===== src/rtl/hbf_pkg.sv =====
package hbf_pkg;
    typedef enum logic [1:0] {
        ST_IDLE,
        ST_RD_PULSE,
        ST_WR_PULSE,
        ST_HOLD
    } acc_state_e;
endpackage


===== src/rtl/hbf_addr_latch.sv =====
module hbf_addr_latch #(
    parameter int AW = 3
) (
    input  logic          clk,
    input  logic          rst,
    input  logic          as_n,
    input  logic          sel_a,
    input  logic          sel_b,
    input  logic          sel_n,
    input  logic [AW-1:0] addr,
    output logic          sel_q,
    output logic [AW-1:0] idx_q
);
    logic sel_dec;

    // two active-high selects, one active-low
    always_comb sel_dec = sel_a & sel_b & ~sel_n;

    // capture whenever the address strobe is low
    always_ff @(posedge clk) begin
        if (rst) begin
            sel_q <= 1'b0;
            idx_q <= '0;
        end else if (!as_n) begin
            sel_q <= sel_dec;
            idx_q <= addr;
        end
    end

    a_r3_hold_while_closed: assert property (@(posedge clk) disable iff (rst)
        as_n |=> ($stable(sel_q) && $stable(idx_q)));
endmodule


===== src/rtl/hbf_strobe_sync.sv =====
module hbf_strobe_sync #(
    parameter int WIDTH  = 2,
    parameter int STAGES = 2
) (
    input  logic             clk,
    input  logic             rst,
    input  logic [WIDTH-1:0] d,
    output logic [WIDTH-1:0] q
);
    localparam int LAST = STAGES - 1;

    for (genvar b = 0; b < WIDTH; b++) begin : g_bit
        logic [STAGES-1:0] pipe;
        always_ff @(posedge clk) begin
            if (rst) pipe <= '0;
            else     pipe <= {pipe[STAGES-2:0], d[b]};
        end
        assign q[b] = pipe[LAST];
    end
endmodule


===== src/rtl/hbf_access_fsm.sv =====
module hbf_access_fsm
    import hbf_pkg::*;
(
    input  logic clk,
    input  logic rst,
    input  logic rd_s,
    input  logic wr_s,
    input  logic sel_ok,
    output logic rd_pulse,
    output logic wr_pulse
);
    acc_state_e state_q, state_d;

    always_comb begin
        state_d = state_q;
        unique case (state_q)
            ST_IDLE: begin
                if (rd_s || wr_s) begin
                    if (sel_ok && rd_s && !wr_s)      state_d = ST_RD_PULSE;
                    else if (sel_ok && wr_s && !rd_s) state_d = ST_WR_PULSE;
                    else                              state_d = ST_HOLD;
                end
            end
            ST_RD_PULSE: state_d = ST_HOLD;
            ST_WR_PULSE: state_d = ST_HOLD;
            ST_HOLD:     if (!rd_s && !wr_s) state_d = ST_IDLE;
            default:     state_d = ST_IDLE;
        endcase
    end

    always_ff @(posedge clk) begin
        if (rst) state_q <= ST_IDLE;
        else     state_q <= state_d;
    end

    always_comb begin
        rd_pulse = (state_q == ST_RD_PULSE);
        wr_pulse = (state_q == ST_WR_PULSE);
    end

    a_r11_rd_one_cycle: assert property (@(posedge clk) disable iff (rst)
        rd_pulse |=> !rd_pulse);
    a_r11_wr_one_cycle: assert property (@(posedge clk) disable iff (rst)
        wr_pulse |=> !wr_pulse);
    a_r7_no_pulse_unselected: assert property (@(posedge clk) disable iff (rst)
        (state_q == ST_IDLE && !sel_ok) |=> (!rd_pulse && !wr_pulse));
    a_r9_conflict_drops: assert property (@(posedge clk) disable iff (rst)
        (state_q == ST_IDLE && rd_s && wr_s) |=> (!rd_pulse && !wr_pulse));
endmodule


===== src/rtl/hbf_bus_front.sv =====
module hbf_bus_front #(
    parameter int AW          = 3,
    parameter int SYNC_STAGES = 2
) (
    input  logic          clk,
    input  logic          rst,
    input  logic          sel_a,
    input  logic          sel_b,
    input  logic          sel_n,
    input  logic [AW-1:0] addr,
    input  logic          as_n,
    input  logic          rd_p,
    input  logic          rd_n,
    input  logic          wr_p,
    input  logic          wr_n,
    output logic          sel_out,
    output logic          drv_dis,
    output logic          rd_pulse,
    output logic          wr_pulse,
    output logic [AW-1:0] reg_idx
);
    localparam int RD_BIT = 0;
    localparam int WR_BIT = 1;

    logic [1:0] req_raw;
    logic [1:0] req_s;

    always_comb begin
        req_raw[RD_BIT] = rd_p | ~rd_n;
        req_raw[WR_BIT] = wr_p | ~wr_n;
    end

    hbf_addr_latch #(.AW(AW)) u_latch (
        .clk(clk), .rst(rst), .as_n(as_n),
        .sel_a(sel_a), .sel_b(sel_b), .sel_n(sel_n),
        .addr(addr), .sel_q(sel_out), .idx_q(reg_idx)
    );

    hbf_strobe_sync #(.WIDTH(2), .STAGES(SYNC_STAGES)) u_sync (
        .clk(clk), .rst(rst), .d(req_raw), .q(req_s)
    );

    hbf_access_fsm u_fsm (
        .clk(clk), .rst(rst),
        .rd_s(req_s[RD_BIT]), .wr_s(req_s[WR_BIT]),
        .sel_ok(sel_out),
        .rd_pulse(rd_pulse), .wr_pulse(wr_pulse)
    );

    // low only during a selected read
    always_comb drv_dis = ~(sel_out & req_s[RD_BIT]);

    a_r8_drv_only_selected: assert property (@(posedge clk) disable iff (rst)
        !drv_dis |-> sel_out);
    a_r5_rd_needs_select: assert property (@(posedge clk) disable iff (rst)
        rd_pulse |-> $past(sel_out));
endmodule


===== config.mk =====
export PLATFORM = sky130hd
export DESIGN_NAME = hbf_bus_front
export DESIGN_NICKNAME = d
export VERILOG_FILES = /design/src/rtl/hbf_pkg.sv /design/src/rtl/hbf_addr_latch.sv /design/src/rtl/hbf_strobe_sync.sv /design/src/rtl/hbf_access_fsm.sv /design/src/rtl/hbf_bus_front.sv
export SDC_FILE = /design/constraint.sdc
export NUM_CORES = 1
export LEC_CHECK = 0
export BUFFER_PORTS_ARGS = -buffer_cell sky130_fd_sc_hd__buf_2
export CORE_AREA = 3 3 40 42
export CTS_BUF_LIST = sky130_fd_sc_hd__clkbuf_4 sky130_fd_sc_hd__clkbuf_8
export DETAILED_ROUTE_END_ITERATION = 8
export DIE_AREA = 0 0 43 45
export PLACE_DENSITY = 0.6
export SYNTH_ARGS = -nofsm -noshare
export SYNTH_HDL_FRONTEND = slang
export SYNTH_SLANG_ARGS = --single-unit

===== constraint.sdc =====
create_clock -name clk -period 1.7 [get_ports clk]
set_clock_uncertainty 0.15 [all_clocks]
set_input_delay 0.085 -clock clk [delete_from_list [all_inputs] [get_ports clk]]
set_output_delay 0.085 -clock clk [all_outputs]
set_load 0.01 [all_outputs]

Word-level counts from Yosys, hierarchy flattened
Cells that the tools add are included.
{"block": "classes", "n_eq_ne": 5, "muxes": 5, "bitwise": 9, "n_reduce_logical": 11}
{"operator": "$mux 2", "count": 3}
{"operator": "$pmux 2 s3", "count": 1}
{"operator": "$logic_and 1x1->1", "count": 5}
{"operator": "$eq 2x2->1 const B", "count": 2}
{"operator": "$ne 2x1->1 const B", "count": 2}
{"operator": "$not 1->1", "count": 4}
{"operator": "$and 1x1->1", "count": 3}
{"operator": "$eq 2x1->1 const B", "count": 1}
{"operator": "$logic_not 1->1", "count": 2}
{"operator": "$logic_not 2->1", "count": 1}
{"operator": "$or 1x1->1", "count": 2}
{"operator": "$reduce_and 2->1", "count": 1}
{"operator": "$reduce_or 2->1", "count": 1}
{"operator": "$logic_or 1x1->1", "count": 1}
{"operator": "$mux 1", "count": 1}
{"block": "word_totals", "ff_bits": 10, "in_bits": 13, "output_inout_bits": 7, "elab_cells": 35}

Longest topological paths before layout
{"block": "logic_depth", "ltp_word": 6, "depth_mapped": 5, "depth_no_buf": 5}

By module
A second synthesis with hierarchy kept.
{"block": "hier_totals", "cells_unflattened": 46, "area_unflattened_um2": 467.9}
{"module": "hbf_access_fsm", "instances": 1, "cells_per_inst": 19, "area_each_um2": 185.2, "seq_area_each_um2": 40.0}
{"module": "hbf_addr_latch", "instances": 1, "cells_per_inst": 14, "area_each_um2": 146.4, "seq_area_each_um2": 80.1}
{"module": "hbf_strobe_sync", "instances": 1, "cells_per_inst": 10, "area_each_um2": 120.1, "seq_area_each_um2": 80.1}
{"module": "hbf_bus_front", "instances": 1, "cells_per_inst": 3, "area_each_um2": 16.3, "seq_area_each_um2": 0.0}

Least setup slack after synthesis
Ideal clock, no wire load.
{"block": "synth_timing", "path_kind": "flip-flop to flip-flop", "from": "register u_fsm.state_q[1]", "to": "register u_fsm.state_q[0]", "setup_time_ns": 0.121, "arrival_ns": 1.307, "required_ns": 1.429, "slack_ns": 0.122, "stages_incl_launch_ff": 6, "path_buffers": 0, "synth_period_minus_slack_ns": 1.578, "path_cell_list": "dfxtp_1 -> inv_1 -> ha_1 -> or2_1 -> and3b_1 -> mux2_2"}
{"block": "synth_between", "elab_chain_cells": 3, "word_cells_on_any_way": 9, "classes_between": "eq/ne (5); mux (1); reduce/logical (3)"}
{"item": "from (decl)", "line": "hbf_access_fsm.sv:12", "text": "acc_state_e state_q, state_d;"}
{"item": "from (signal assigned)", "line": "hbf_access_fsm.sv:33", "text": "else state_q <= state_d;"}
{"item": "$eq 2x1->1, or another cell as far along", "line": "hbf_access_fsm.sv:16", "text": "unique case (state_q)"}
{"item": "$reduce_or 2->1 (no source line) / $ne 2x1->1 (equally long branches)"}
{"item": "$pmux 2 s3 / $reduce_and 2->1 (equally long branches)"}
Several ways; a longest one is shown, not always the timed one.
A chain may end at the register's enable or synchronous reset.

Final worst setup path
{"block": "layout_timing", "from": "register u_fsm.state_q[0]", "to": "register u_fsm.state_q[0]"}
The elaborated chain is that of the path after synthesis.

==> impl_metrics.tcl <==
set metrics [dict create \
    layout_worst_path_cycle_share_pct 95.7 \
    hold_viol 0 \
    dr.pass1.iters 3 \
    max_slew.worst_pin.slew_ns 0.220 \
    critical_path_class "reg2reg" \
    cts_max_level 1 \
    synthMuxAreaShare_pct 9.12 \
    slew_headroom_pct 85.1 \
    worst_setup_path_end_kind "flip-flop" \
    vdd_drop_max_mv 0.505 \
    yosysWarningCount 0 \
    path_max_fanout 3 \
    syn-instance-count 48 \
    crit_arrival_ns 1.63 \
    post-dp-hpwl_um 637 \
    port-buffer-count 19 \
    leakage_nw 0.364 \
    wl_per_cell_um 10.2 \
    drv_slew 0 \
    clockBufferDepth 2 \
    synth_seq_area_share_pct 44.2 \
    required_ns 1.71 \
    synth_top_family_by_area "simple AND/OR/NAND/NOR gates" \
    cts_tree "yes" \
    die_area_sq_um 1940 \
    cts_root_buffer "clkbuf_4" \
    drive_above_1_share_pct 32.1 \
    setup-tns-final_ns 0 \
    vias_per_cell 4.41 \
    synth_top_area_share_pct 44.2 \
    antenna_cells 0 \
    syn_area_sq_um 453 \
    outcome "finished, final reports clean" \
    post_cts_buffers 0 \
    grt_pass1_vias 431 \
    avgSynthCellArea_sq_um 9.44 \
    final_cell_mix "buf_2, dlygate4sd3_1, dfxtp_1" \
    cts.sinks 10 \
    routed-via-count 423 \
    setup_violations 0 \
    rsz0062_at_grt "no" \
    fmax_mhz 615 \
    power.total_mw 0.745 \
    overflow 0 \
    chipHeight_um 45 \
    synthSimpleGateAreaFrac_pct 21.8 \
    grt_max_degree 12 \
    initial_core_util_pct 35.2 \
    synth_xor_xnor_area_share_pct 0 \
    numCtsBuffers 3 \
    synthAdderAreaFrac_pct 11.0 \
    synthTopCellsByArea "dfxtp_1, ha_1, mux2i_1, nor2_1, a21oi_1" \
    die_w_um 43 \
    core-area_sq_um 1280 \
    place_worst_setup_slack_ns 0.0266 \
    cap_violations 0 \
    drc 0 \
    fin_nets 99 \
    yosys.area.top_type "dfxtp_1" \
    ys_types 18 \
    grt_pass1_wl_um 1700 \
    path_clk_slew_ns 0.07 \
    power-per-cell-area_nw_per_um2 1040 \
    worst_slack_ns 0.0738 \
    clkLatencyLatePin_ns 0.27 \
    crit_path_start_kind "flip-flop" \
    syn-num-nets 65 \
    syn2layout_area_growth_pct 58.6 \
    pin_count 20 \
    synth-compound-area-share_pct 8.84 \
    ant_nets 0 \
    antenna_found_initial 0 \
    track_usage_pct 12.0 \
    ys_ff_latch 10 \
    first_iter_violations 3 \
    num_rows 13 \
    totalWireLength_um 979 \
    hold_path_class "reg2reg" \
    min_period_ns 1.63 \
    place_congestion 0.711 \
    layout_commonest_cell "buf_2" \
]
-- metrics by stage --
stage | cell area, sq um | std cells | hold WS [ns] | util, %
finish | 718 | 96 | 0.287 | 55.9
global route | 718 | 96 | 0.313 | 55.9
CTS | 716 | 96 | 0.294 | 55.7
detailed placement | 559 | 80 | 0.117 | 43.5
global placement | 559 | 80 | 0.116 | 43.5
floorplan | 453 | 48 | 0.0309 | -
-- synth_stat cells --
cell type  instances
a21boi_0           2
a21oi_1            4
and3b_1            1
clkbuf_1           2
dfxtp_1           10
ha_1               4
inv_1              4
mux2_2             1
mux2i_1            3
nand2_1            1
nand4b_1           2
nor2_1             7
nor2b_1            2
nor4_1             1
nor4bb_1           1
o21ai_1            1
or2_1              1
or2b_1             1
-- cells by family (layout without fill, tap and decap cells) --
kind of cell,after synthesis,count (layout)
adders and majority gates,4,4
DFF,10,10
muxes,4,4
buffers and inverters,6,39
and+or+nand+nor,17,17
AOI/OAI and AO/OA,7,7
-- state kept, by name, summed over array words and instances, names as in the netlist --
name,count
u_fsm.state_q,2
u_latch.idx_q,3
u_sync.g_bit.pipe,4
u_latch.sel_q,1
-- worst paths after layout --
check	cells after the start	slack [ns]	to	startpoint
max reg2reg	5	0.07	u_fsm.state_q[0]	u_fsm.state_q[0]
min reg2reg	1	0.29	u_sync.g_bit[1].pipe[1]	u_sync.g_bit[1].pipe[0]
max	5	0.07	u_fsm.state_q[0]	u_fsm.state_q[0]
min	1	0.29	u_sync.g_bit[1].pipe[1]	u_sync.g_bit[1].pipe[0]
-- cell type report --
cell class / count / area, sq um
Fill cell: 121 / 567
Multi-Input combinational cell: 32 / 230
Timing Repair Buffer: 31 / 215
Sequential cell: 10 / 203
Clock buffer: 4 / 36.3
Tap cell: 15 / 18.8
Inverter: 4 / 15.0
-- critical path: stages (launching register included) --
cell	delay, ns
dfxtp_2	0.34
inv_1	0.07
ha_1	0.28
or2_1	0.26
and3b_1	0.17
mux2_2	0.25
-- where the power goes --
part	leakage, nW	switching, mW	internal [mW]	total, mW
clock	0.0210	0.0903	0.130	0.220
sequential	0.0835	0.0237	0.269	0.293
combinational	0.259	0.110	0.123	0.232
total	0.364	0.224	0.522	0.745
-- what timing repair did --
item,4_1_cts,5_1_grt
setup endpoints to repair,0,1
endpoints found under the hold margin,9,0
resized for setup,0,2
hold buffers,12,0
-- routing by layer --
metal | global-route usage, % | vias up | part of all wire, %
li1 | - | 224 | -
met1 | 12.7 | 183 | 44
met2 | 21.3 | 14 | 48
met3 | 2.39 | 2 | 6.4
met4 | 9.04 | 0 | 1.4
met5 | 0 | - | 0
Note: power is estimated with default switching activity, not from simulation.
